[config.mk]
export PLATFORM = sky130hd
export DESIGN_NAME = fdc_phase_seq
export DESIGN_NICKNAME = d
export VERILOG_FILES = /design/src/rtl/fdc_pkg.sv /design/src/rtl/fdc_cmd_decode.sv /design/src/rtl/fdc_exec_timer.sv /design/src/rtl/fdc_sector_src.sv /design/src/rtl/fdc_phase_seq.sv
export SDC_FILE = /design/constraint.sdc
export NUM_CORES = 1
export LEC_CHECK = 0
export BUFFER_PORTS_ARGS = -buffer_cell sky130_fd_sc_hd__clkbuf_2
export CAP_MARGIN = 20
export CORE_MARGIN = 2
export CORE_UTILIZATION = 35
export CTS_CLUSTER_DIAMETER = 80
export CTS_CLUSTER_SIZE = 24
export DETAILED_ROUTE_END_ITERATION = 6
export PLACE_DENSITY = 0.51
export REMOVE_ABC_BUFFERS = 1
export SLEW_MARGIN = 20
export SYNTH_ARGS = -nofsm -noshare
export SYNTH_HDL_FRONTEND = slang
export SYNTH_SLANG_ARGS = --single-unit
[constraint.sdc]
create_clock -name clk -period 3.95 [get_ports clk]
set_clock_uncertainty 0.05 [all_clocks]
set_input_delay 0.395 -clock clk [delete_from_list [all_inputs] [get_ports clk]]
set_output_delay 0.395 -clock clk [all_outputs]
set_load 0.01 [all_outputs]
[src/rtl/fdc_pkg.sv]
package fdc_pkg;
   typedef enum logic [2:0] {PH_CMD, PH_PARAM, PH_EXEC, PH_DATA, PH_RES} phase_t;
   typedef enum logic [2:0] {K_READ, K_VERIFY, K_RDID, K_SEEK, K_RSEEK, K_SENSE, K_BAD} kind_t;

   localparam logic [7:0] OP_SENSE  = 8'h08;
   localparam logic [7:0] OP_RDID   = 8'h0A;
   localparam logic [7:0] OP_SEEK   = 8'h0F;
   localparam logic [7:0] OP_VERIFY = 8'h16;
   localparam logic [7:0] OP_READ   = 8'hE6;
   localparam logic [7:0] OP_RS_OUT = 8'h8F;
   localparam logic [7:0] OP_RS_IN  = 8'hCF;

   // status byte values per phase
   localparam logic [7:0] ST_IDLE  = 8'h80;
   localparam logic [7:0] ST_PARAM = 8'h90;
   localparam logic [7:0] ST_EXEC  = 8'h10;
   localparam logic [7:0] ST_PIO   = 8'hF0;
   localparam logic [7:0] ST_RES   = 8'hD0;

   localparam int RES_MAX = 7;
   localparam int PAR_KEEP = 5;
endpackage

[src/rtl/fdc_cmd_decode.sv]
module fdc_cmd_decode
   import fdc_pkg::*;
(
   input  logic [7:0] op,
   output kind_t      kind,
   output logic [3:0] n_par
);
   always_comb begin
      case (op)
         OP_READ:   begin kind = K_READ;   n_par = 4'd8; end
         OP_VERIFY: begin kind = K_VERIFY; n_par = 4'd8; end
         OP_RDID:   begin kind = K_RDID;   n_par = 4'd1; end
         OP_SEEK:   begin kind = K_SEEK;   n_par = 4'd2; end
         OP_RS_IN,
         OP_RS_OUT: begin kind = K_RSEEK;  n_par = 4'd2; end
         OP_SENSE:  begin kind = K_SENSE;  n_par = 4'd0; end
         default:   begin kind = K_BAD;    n_par = 4'd0; end
      endcase
   end
endmodule

[src/rtl/fdc_exec_timer.sv]
module fdc_exec_timer #(
   parameter int CYCLES = 40
) (
   input  logic clk,
   input  logic rst_n,
   input  logic run,
   output logic expired
);
   generate
      if (CYCLES <= 1) begin : g_instant
         assign expired = run;
      end else begin : g_count
         localparam int CNT_W = $clog2(CYCLES + 1);
         logic [CNT_W-1:0] cnt_q;
         always_ff @(posedge clk) begin
            if (!rst_n || !run) cnt_q <= '0;
            else                cnt_q <= cnt_q + 1'b1;
         end
         assign expired = run && (cnt_q == CNT_W'(CYCLES - 1));
      end
   endgenerate
endmodule

[src/rtl/fdc_sector_src.sv]
module fdc_sector_src #(
   parameter int IDX_W = 9
) (
   input  logic [7:0]       sector,
   input  logic [IDX_W-1:0] idx,
   output logic [7:0]       data
);
   assign data = 8'(int'(idx) + int'(sector));
endmodule

[src/rtl/fdc_phase_seq.sv]
module fdc_phase_seq
   import fdc_pkg::*;
#(
   parameter int          SECT_BYTES      = 512,
   parameter int          SECTS_PER_TRACK = 18,
   parameter int          RDID_CYCLES     = 40,
   parameter logic [7:0]  CTL_RESET       = 8'h08
) (
   input  logic       clk,
   input  logic       rst_n,
   input  logic [2:0] bus_addr,
   input  logic       bus_wr,
   input  logic       bus_rd,
   input  logic [7:0] bus_wdata,
   output logic [7:0] bus_rdata,
   output logic       irq,
   input  logic       media_present
);
   localparam int         IDX_W = $clog2(SECT_BYTES);
   localparam logic [7:0] SPT8  = 8'(SECTS_PER_TRACK);

   generate
      if (SECT_BYTES < 2 || (SECT_BYTES & (SECT_BYTES - 1)) != 0) begin : g_bad_sb
         $error("SECT_BYTES must be a power of two");
      end
      if (SECTS_PER_TRACK < 1 || SECTS_PER_TRACK > 254) begin : g_bad_spt
         $error("SECTS_PER_TRACK out of range");
      end
   endgenerate

   phase_t                     phase_q;
   kind_t                      kind_q, dec_kind;
   logic [3:0]                 npar_q, dec_npar;
   logic [2:0]                 pcnt_q;
   logic                       mt_q, inward_q;
   logic [2:0]                 unit_q, seek_unit_q;
   logic [PAR_KEEP-1:0][7:0]   par_q;   // cyl, head, sector, size, end sector
   logic [RES_MAX-1:0][7:0]    res_q, rw_res, id_res;
   logic [2:0]                 rcnt_q, rtot_q;
   logic [7:0]                 sec_q, pcn_q, ctl_q, stat, src_byte, last_sec;
   logic [IDX_W-1:0]           idx_q;
   logic                       int_pend_q, irq_q, tmr_done, over;
   logic                       fifo_wr, fifo_rd, acc_wr, acc_rd;
   logic [8:0]                 up_sum;

   fdc_cmd_decode u_dec (.op(bus_wdata), .kind(dec_kind), .n_par(dec_npar));

   fdc_exec_timer #(.CYCLES(RDID_CYCLES)) u_tmr (
      .clk(clk), .rst_n(rst_n),
      .run(phase_q == PH_EXEC && kind_q == K_RDID),
      .expired(tmr_done));

   fdc_sector_src #(.IDX_W(IDX_W)) u_src (.sector(sec_q), .idx(idx_q), .data(src_byte));

   always_comb begin
      case (phase_q)
         PH_PARAM: stat = ST_PARAM;
         PH_EXEC:  stat = ST_EXEC;
         PH_DATA:  stat = ST_PIO;
         PH_RES:   stat = ST_RES;
         default:  stat = ST_IDLE;
      endcase
   end

   assign fifo_wr = bus_wr && bus_addr == 3'd5;
   assign fifo_rd = bus_rd && bus_addr == 3'd5;
   assign acc_wr  = fifo_wr && stat[7] && !stat[6];
   assign acc_rd  = fifo_rd && stat[7] && stat[6];

   always_comb begin
      bus_rdata = 8'h00;
      case (bus_addr)
         3'd2: bus_rdata = ctl_q;
         3'd4: bus_rdata = stat;
         3'd5: if (phase_q == PH_DATA)     bus_rdata = src_byte;
               else if (phase_q == PH_RES) bus_rdata = res_q[rcnt_q];
         default: ;
      endcase
   end

   // result of a read/verify, shared by the PIO and no-data-phase paths
   assign over     = par_q[4] > SPT8;
   assign last_sec = over ? SPT8 : par_q[4];
   always_comb begin
      rw_res[3] = par_q[0];
      rw_res[6] = par_q[3];
      rw_res[2] = 8'h00;
      rw_res[4] = par_q[1];
      if (!media_present) begin
         rw_res[0] = {5'b01000, unit_q};
         rw_res[1] = 8'h01;
         rw_res[5] = par_q[2];
      end else if (over) begin
         rw_res[0] = {5'b01000, unit_q};
         rw_res[1] = 8'h80;
         rw_res[5] = SPT8;
      end else if (mt_q) begin
         rw_res[0] = {5'b00000, ~unit_q[2], unit_q[1:0]};
         rw_res[1] = 8'h00;
         rw_res[4] = par_q[1] ^ 8'h01;
         rw_res[5] = 8'h01;
      end else begin
         rw_res[0] = {5'b00000, unit_q};
         rw_res[1] = 8'h00;
         rw_res[5] = last_sec + 8'h01;
      end
   end

   assign id_res = {8'h02, 8'h01, {7'b0, unit_q[2]}, pcn_q, 8'h00, 8'h00, {5'b0, unit_q}};
   assign up_sum = {1'b0, pcn_q} + {1'b0, par_q[0]};

   always_ff @(posedge clk) begin
      if (!rst_n) begin
         phase_q <= PH_CMD;   kind_q <= K_BAD;    npar_q <= '0;
         pcnt_q <= '0;        mt_q <= 1'b0;       inward_q <= 1'b0;
         unit_q <= '0;        seek_unit_q <= '0;  par_q <= '0;
         res_q <= '0;         rcnt_q <= '0;       rtot_q <= 3'd1;
         sec_q <= '0;         pcn_q <= '0;        idx_q <= '0;
         ctl_q <= CTL_RESET;  int_pend_q <= 1'b0; irq_q <= 1'b0;
      end else begin
         if (bus_wr && bus_addr == 3'd2) ctl_q <= bus_wdata;
         case (phase_q)
            PH_CMD: if (acc_wr) begin
               kind_q <= dec_kind;  npar_q <= dec_npar;  pcnt_q <= '0;
               mt_q <= bus_wdata[7];  inward_q <= bus_wdata[6];
               irq_q <= 1'b0;  rcnt_q <= '0;
               if (dec_kind == K_SENSE && int_pend_q) begin
                  res_q[0] <= {5'b00100, seek_unit_q};
                  res_q[1] <= pcn_q;
                  rtot_q <= 3'd2;  int_pend_q <= 1'b0;  phase_q <= PH_RES;
               end else if (dec_kind == K_SENSE || dec_kind == K_BAD) begin
                  res_q[0] <= 8'h80;  rtot_q <= 3'd1;  phase_q <= PH_RES;
               end else begin
                  phase_q <= PH_PARAM;
               end
            end
            PH_PARAM: if (acc_wr) begin
               if (pcnt_q == 3'd0) unit_q <= bus_wdata[2:0];
               else if (pcnt_q <= 3'(PAR_KEEP)) par_q[pcnt_q - 3'd1] <= bus_wdata;
               pcnt_q <= pcnt_q + 3'd1;
               if (pcnt_q == 3'(npar_q - 4'd1)) phase_q <= PH_EXEC;
            end
            PH_EXEC: begin
               case (kind_q)
                  K_SEEK, K_RSEEK: begin
                     if (kind_q == K_SEEK)  pcn_q <= par_q[0];
                     else if (inward_q)     pcn_q <= up_sum[8] ? 8'hFF : up_sum[7:0];
                     else                   pcn_q <= (pcn_q < par_q[0]) ? 8'h00 : pcn_q - par_q[0];
                     seek_unit_q <= unit_q;  int_pend_q <= 1'b1;  irq_q <= 1'b1;
                     phase_q <= PH_CMD;
                  end
                  K_RDID: if (tmr_done) begin
                     res_q <= id_res;  rtot_q <= 3'd7;  rcnt_q <= '0;
                     irq_q <= 1'b1;    phase_q <= PH_RES;
                  end
                  K_READ, K_VERIFY: begin
                     if (kind_q == K_READ && media_present && !ctl_q[3]) begin
                        sec_q <= par_q[2];  idx_q <= '0;  phase_q <= PH_DATA;
                     end else begin
                        res_q <= rw_res;  rtot_q <= 3'd7;  rcnt_q <= '0;
                        irq_q <= 1'b1;    phase_q <= PH_RES;
                     end
                  end
                  default: phase_q <= PH_CMD;
               endcase
            end
            PH_DATA: if (acc_rd) begin
               idx_q <= idx_q + 1'b1;
               if (idx_q == IDX_W'(SECT_BYTES - 1)) begin
                  if (sec_q >= last_sec) begin
                     res_q <= rw_res;  rtot_q <= 3'd7;  rcnt_q <= '0;
                     irq_q <= 1'b1;    phase_q <= PH_RES;
                  end else begin
                     sec_q <= sec_q + 8'd1;
                  end
               end
            end
            PH_RES: if (acc_rd) begin
               rcnt_q <= rcnt_q + 3'd1;
               if (rcnt_q == rtot_q - 3'd1) begin
                  phase_q <= PH_CMD;  irq_q <= 1'b0;
               end
            end
            default: phase_q <= PH_CMD;
         endcase
      end
   end

   assign irq = irq_q;

   // no interrupt while parameters are being taken
   a_r3_param_irq_low: assert property (@(posedge clk) disable iff (!rst_n)
      phase_q == PH_PARAM |-> !irq_q);

   // a write against the direction bit leaves the sequencer where it was
   a_r13_wr_ignored: assert property (@(posedge clk) disable iff (!rst_n)
      (fifo_wr && !bus_rd && stat[6]) |=> $stable(phase_q) && $stable(pcnt_q) && $stable(rcnt_q));

   // last result byte ends the phase and drops the interrupt
   a_r12_irq_drop: assert property (@(posedge clk) disable iff (!rst_n)
      (phase_q == PH_RES && acc_rd && rcnt_q == rtot_q - 3'd1) |=> (phase_q == PH_CMD && !irq_q));

   // read-ID execution keeps the interrupt low
   a_r11_rdid_quiet: assert property (@(posedge clk) disable iff (!rst_n)
      (phase_q == PH_EXEC && kind_q == K_RDID) |-> !irq_q);

   // data index only moves on an accepted read
   a_r7_data_hold: assert property (@(posedge clk) disable iff (!rst_n)
      (phase_q == PH_DATA && !acc_rd) |=> (phase_q == PH_DATA && $stable(idx_q) && $stable(sec_q)));

   // interrupt only rises into the result phase or back to command phase
   a_r4_irq_rise: assert property (@(posedge clk) disable iff (!rst_n)
      $rose(irq_q) |-> (phase_q == PH_RES || phase_q == PH_CMD));

   // result counter stays inside the result set
   a_r12_res_bound: assert property (@(posedge clk) disable iff (!rst_n)
      phase_q == PH_RES |-> rcnt_q < rtot_q);
endmodule

## After elaboration in Yosys (flattened, before gate mapping)

Index checks and enable logic that the tools add are counted.

- Register bits: 163
- Input bits: 16
- Output and inout bits: 9
- Word-level logic and storage cells: 235

- Add/sub/neg operators: 12
- $lt $le $gt $ge: 7
- Equal/unequal tests: 42
- Multiplexer cells: 96
- Bitwise gates (word level): 3
- Reductions and logical operators: 46

Operator list:

| kind | count |
|---|---|
| $mux W56 | 5 |
| $mux W8 | 20 |
| $pmux W56 S2 | 1 |
| $mux W3 | 29 |
| $pmux W40 S2 | 1 |
| $mux W16 | 3 |
| $pmux W16 S3 | 1 |
| $bwmux W40 | 1 |
| $reduce_and A9 Y1 | 4 |
| $pmux W8 S4 | 1 |
| $mux W9 | 3 |
| $bmux W8 S3 | 1 |
| $demux W8 S3 | 1 |
| $eq A8 B4 Y1 const B | 3 |
| $eq A8 B8 Y1 const B | 3 |
| $pmux W3 S2 | 4 |
| $pmux W8 S3 | 1 |
| $eq A3 B3 Y1 const B | 6 |
| $pmux W3 S6 | 1 |
| $pmux W9 S2 | 1 |
| $add A8 B1 Y8 const B | 2 |
| $pmux W8 S2 | 1 |
| $eq A3 B2 Y1 const B | 5 |
| $pmux W3 S5 | 1 |
| other kinds (46) | 107 |

## Depth between registers and ports, before layout

- Depth in word-level cells: 10
- Gate-level depth with buffers: 11
- Mapped depth without buffers: 10

## Hierarchy

From an unflattened synthesis, not the netlist that was laid out.

- Cell total of the unflattened synthesis: 1074
- Area, all modules: 8742.1 µm²

By module, submodules not included:

| module | times used | cells each | area each (µm²) | seq. area each (µm²) |
|---|---|---|---|---|
| fdc_phase_seq | 1 | 988 | 8021.4 | 2942.8 |
| fdc_sector_src | 1 | 38 | 310.3 | 0.0 |
| fdc_exec_timer | 1 | 24 | 230.2 | 120.1 |
| fdc_cmd_decode | 1 | 24 | 180.2 | 0.0 |

## Worst setup path after synthesis

Ideal clock, no wire load.

- Path type: reg-to-reg
- Start point: register par_q[39] in the netlist's numbering
- End point: register res_q[1] in the netlist's numbering
- Library setup time: 0.139 ns
- Arrival: 2.833 ns
- Data required time: 3.761 ns
- Slack: 0.928 ns
- Stages on the path, launching flop included: 12
- Buffers on the path: 1
- Clock period less this slack: 3.022 ns
- Path through: dfxtp_1 -> or3_1 -> a21oi_1 -> and2_1 -> ha_1 -> nand2b_1 -> a2111oi_4 -> o311ai_2 -> and4b_1 -> buf_2 -> a32oi_1 -> o22ai_1

- Word-level cells in the longest chain between the ends: 7
- Elaborated cells on any way between the ends: 13
- Those cells by class: order compare (2); eq/ne (1); mux (9); reduce/logical (1)

RTL lines:

| what | line | RTL |
|---|---|---|
| start, declared | fdc_phase_seq.sv:37 | `logic [PAR_KEEP-1:0][7:0] par_q;` |
| start signal, assigned by index | fdc_phase_seq.sv:139 | `else if (pcnt_q <= 3'(PAR_KEEP)) par_q[pcnt_q - 3'd1] <= bus_wdata;` |
| branches (longest 7 deep; another with $gt A8 B5 Y1) | -- |  |
| end, declared | fdc_phase_seq.sv:38 | `logic [RES_MAX-1:0][7:0] res_q, rw_res, id_res;` |

Parallel ways; which one is timed is not known. The select of a mux whose other input is x is not followed.
A chain may end at the register's enable or synchronous reset.

## Worst setup path in the final report

- Start point: register par_q[39] in the netlist's numbering
- End point: register res_q[40] in the netlist's numbering

- Word-level cells in the longest chain between the ends: 10
- Elaborated cells on any way between the ends: 15
- Those cells by class: add/sub (1); order compare (2); eq/ne (1); mux (10); reduce/logical (1)

RTL lines:

| what | line | RTL |
|---|---|---|
| $gt A8 B5 Y1 | fdc_phase_seq.sv:82 | `assign over = par_q[4] > SPT8;` |
| $mux W8 | fdc_phase_seq.sv:83 | `assign last_sec = over ? SPT8 : par_q[4];` |
| $add A8 B1 Y8 | fdc_phase_seq.sv:105 | `rw_res[5] = last_sec + 8'h01;` |
| $mux W8 | fdc_phase_seq.sv:97 | `end else if (mt_q) begin` |
| $mux W8 | fdc_phase_seq.sv:93 | `end else if (over) begin` |
| $mux W8 | fdc_phase_seq.sv:89 | `if (!media_present) begin` |
| $mux W56 | fdc_phase_seq.sv:170 | `if (sec_q >= last_sec) begin` |
| $mux W56 | fdc_phase_seq.sv:169 | `if (idx_q == IDX_W'(SECT_BYTES - 1)) begin` |
| $mux W56 | fdc_phase_seq.sv:167 | `PH_DATA: if (acc_rd) begin` |
| $pmux W40 S2 | fdc_phase_seq.sv:122 | `case (phase_q)` |

Parallel ways exist; a longest one is shown, timed or not. The select of a mux whose other input is x is not followed.

==> out/summary.txt <==
Mapped Avg Cell Area: 8.17 µm²
Slew Limit Fails: 0
# H-tree levels: 4
Total grt overflow: 0
Post-Route WL: 27500 µm
Internal power: 2600 µW
Ports: 25
Post-synth EDFFs: 0
# nets final: 1133
CP top delay family: simple AND/OR/NAND/NOR gates
Worst Path Max Fanout: 31
Synth area leaders: dfxtp_1 34%, mux2i_1 9.0%, ha_1 5.8%, nand2_1 5.3%, a21oi_1 4.8%
Hold_buf cts: 0
Cell Chain, Critical Path: or3_1 -> a21oi_1 -> and2_1 -> ha_1 -> nand2b_1 -> a211oi_1 -> o311ai_2 -> nand4b_1 -> nor2_4 -> a311oi_2
Core area: 25000 µm²
Die height: 163 µm
Vias per inst: 5.52
Critical path's largest stage delay: 0.86 ns
GP Congestion: 0.830
TritonCTS clock tree: yes
Initial core utilization: 0.354
Synth Warn #: 0
Final setup fails: 0
Power density over the cells: 344 nW/µm²
Clock latency on the worst-skew pair: 0.43 ns
Post-synth ARST share: 0
Site row count: 58
Worst hold margin: 0.357 ns
Clock group share of total power: 0.501
Crit end category: flip-flop
Setup tns final: 0 ns
Post-placement cell count: 1384
Fraction of layout cells with a size suffix above 1: 0.0922
Static leakage: 0.00344 µW
Max rail drop VDD: 0.277 mV
Min-Delay Endpoint: rcnt_q[0]
GRT Total Usage: 0.214
Synth area leader: dfxtp_1
Crit path buffers/inverters: 0
#FFs+latches synth: 152
Vias in the first global route: 7484
Non-filler cells, final: 1415
Maxcap violations: 0
Post-route setup slack: 0.350 ns
Crit path DAT: 3.80 ns
Post-synthesis cell area: 8860 µm²
Setup Buffers After CTS: 0
Type of the worst min-delay path: primary input to flip-flop
R2R setup slack: 0.35 ns
Hold path start: bus_rd
Root buffer cell: clkbuf_16
Most used DFF post-synth: dfxtp_1
Drt drc: 0
CP startpoint kind: flip-flop
Unrepaired setup endpoints after global routing: no
Number of DRC markers in iteration 0: 621
Ant. Diodes: 0
Worst Tran Pin Value: 1.07 ns
Psw: 794 µW
Die area: 26600 µm²
IO Port Bufs: 24
Initial antenna violation count: 0
Wire per inst: 19.4 µm
Num CTS Buffers: 17
Status: finished, final reports clean
Share of the synthesized area in the top cell type: 0.343
Worst Hold Path Cells: 4
Hold Fails Final Rpt: 0
Reg-to-reg endpoint: res_q[40]
Die span in x: 163 µm
Final worst path period need: 3.60 ns
Initial DRT Pass Iterations: 7
Cells after synthesis: 1084
CTS clock-pin slew for the worst setup and hold paths: 0.06 ns
Worst r2r path cells: 10
Max-slew headroom: 0.284
Layout area overhead: 11.6%
Fill cells: 2575
Crit Path Class: flip-flop to flip-flop
Routed Antenna Nets: 0
Vias after detailed routing: 7807
Bufs on Longest Clock Path: 2
Distinct cells, synth: 70
Share of power burned in registers: 0.455
Top cells by count, synth: 152 x dfxtp_1, 125 x nand2_1, 113 x nor2_1
Launch point of the worst reg-to-reg path: par_q[39]
CTS sink cnt: 152
Final HPWL DP: 19500 µm
Comb pwr share: 0.044
Fmax: 278 MHz
Sw frac: 0.234
Slowest cell on crit path: nor2_4
Largest net degree at the start of global routing: 91
CP Data Required Time: 4.15 ns
First-pass GRT wire length: 43500 µm
Most frequent cell after synthesis: dfxtp_1
Dpl ws: 0.395 ns
CTS resizes: 0
Fin crit share: 0.911
Post-synthesis sequential area ratio: 0.343
-- cells by family (layout without fill, tap and decap cells) --
kind of cell / Yosys count / after routing / synth area share
compound gates: 257 / 257 / 0.193
xor+xnor: 37 / 37 / 0.0381
fa+ha+maj: 44 / 44 / 0.0647
buf+inv: 109 / 108 / 0.0479
flops: 152 / 152 / 0.343
mux: 87 / 87 / 0.0993
other cells: 1 / 3 / 0.000423
simple gates: 397 / 397 / 0.213
-- area by class of cell --
class                   instances  area [µm²]  share of cell area
well taps                     330         413              0.0418
clock buffers                  21         460              0.0466
repair buffers                 43         288              0.0291
clock inverters                10         145              0.0147
multi-input cells             825        5410               0.547
flip-flops and latches        152        3040               0.308
inverters                      34         128              0.0129
-- how the worst max path moves through the flow --
stage | start | endpoint | slack (ns) | cells after the start
3_3_place_gp | par_q[39] | res_q[40] | 0.44 | 10
5_1_grt | par_q[39] | res_q[24] | 0.11 | 10
4_1_cts | par_q[39] | res_q[40] | 0.37 | 10
6_report | par_q[39] | res_q[40] | 0.35 | 10
2_1_floorplan | par_q[39] | res_q[40] | -0.44 | 10
3_5_place_dp | par_q[39] | res_q[40] | 0.39 | 10
-- sequential cells by signal (all words and copies together) (netlist names) --
register             cells
res_q                   46
par_q                   40
idx_q                    9
ctl_q                    8
pcn_q                    8
sec_q                    8
u_tmr.g_count.cnt_q      6
kind_q                   3
pcnt_q                   3
phase_q                  3
rcnt_q                   3
rtot_q                   3
seek_unit_q              3
unit_q                   3
npar_q                   2
int_pend_q               1
inward_q                 1
irq                      1
mt_q                     1
-- worst reg2reg max path, cell delays in order, from the launching register on --
cell      delay (ns)
dfxtp_1         0.32
or3_1           0.41
a21oi_1         0.24
and2_1          0.19
ha_1            0.12
nand2b_1        0.16
a211oi_1        0.11
o311ai_2        0.49
nand4b_1        0.25
nor2_4          0.86
a311oi_2        0.22
-- cells in the final DEF, fill, tap and decap left out, drive strengths merged, types with 8 or more instances in the layout --
| cell type | instances |
|---|---|
| nand4 | 9 |
| and2 | 9 |
| clkbuf | 45 |
| o21ai | 40 |
| o211ai | 9 |
| buf | 19 |
| xor2 | 21 |
| inv | 35 |
| nand2 | 125 |
| o22ai | 11 |
| a211oi | 16 |
| xnor2 | 15 |
| dfxtp | 152 |
| nand3 | 52 |
| ha | 41 |
| a21o | 8 |
| nor3 | 23 |
| and3 | 8 |
| nor2 | 115 |
| a21oi | 85 |
| a221oi | 16 |
| mux2i | 80 |
| nor2b | 11 |
| a22oi | 8 |
-- power by group through the flow --
stage	clock network (µW)	logic, µW	registers [µW]
finish	1700	150	1550
floorplan	0	58.9	1580
CTS	1730	148	1540
global route	1800	161	1550
global placement	0	148	1580
detailed placement	0	148	1580
-- metal layers --
| metal | vias up | track usage | part of all wire |
|---|---|---|---|
| met1 | 3752 | 0.308 | 0.50 |
| met3 | 27 | 0.0322 | 0.038 |
| li1 | 3861 | - | - |
| met4 | 0 | 0.0571 | 0.014 |
| met2 | 167 | 0.331 | 0.44 |
| met5 | - | 0 | 0 |
-- through the flow --
| stage | area (µm²) | util | total power [µW] |
|---|---|---|---|
| finish | 9890 | 0.395 | 3400 |
| global route | 9890 | 0.395 | 3500 |
| CTS | 9890 | 0.395 | 3430 |
| detailed placement | 9280 | 0.371 | 1730 |
| global placement | 9280 | 0.371 | 1730 |
| floorplan | 8570 | - | 1640 |
(Power assumes the default switching activity.)
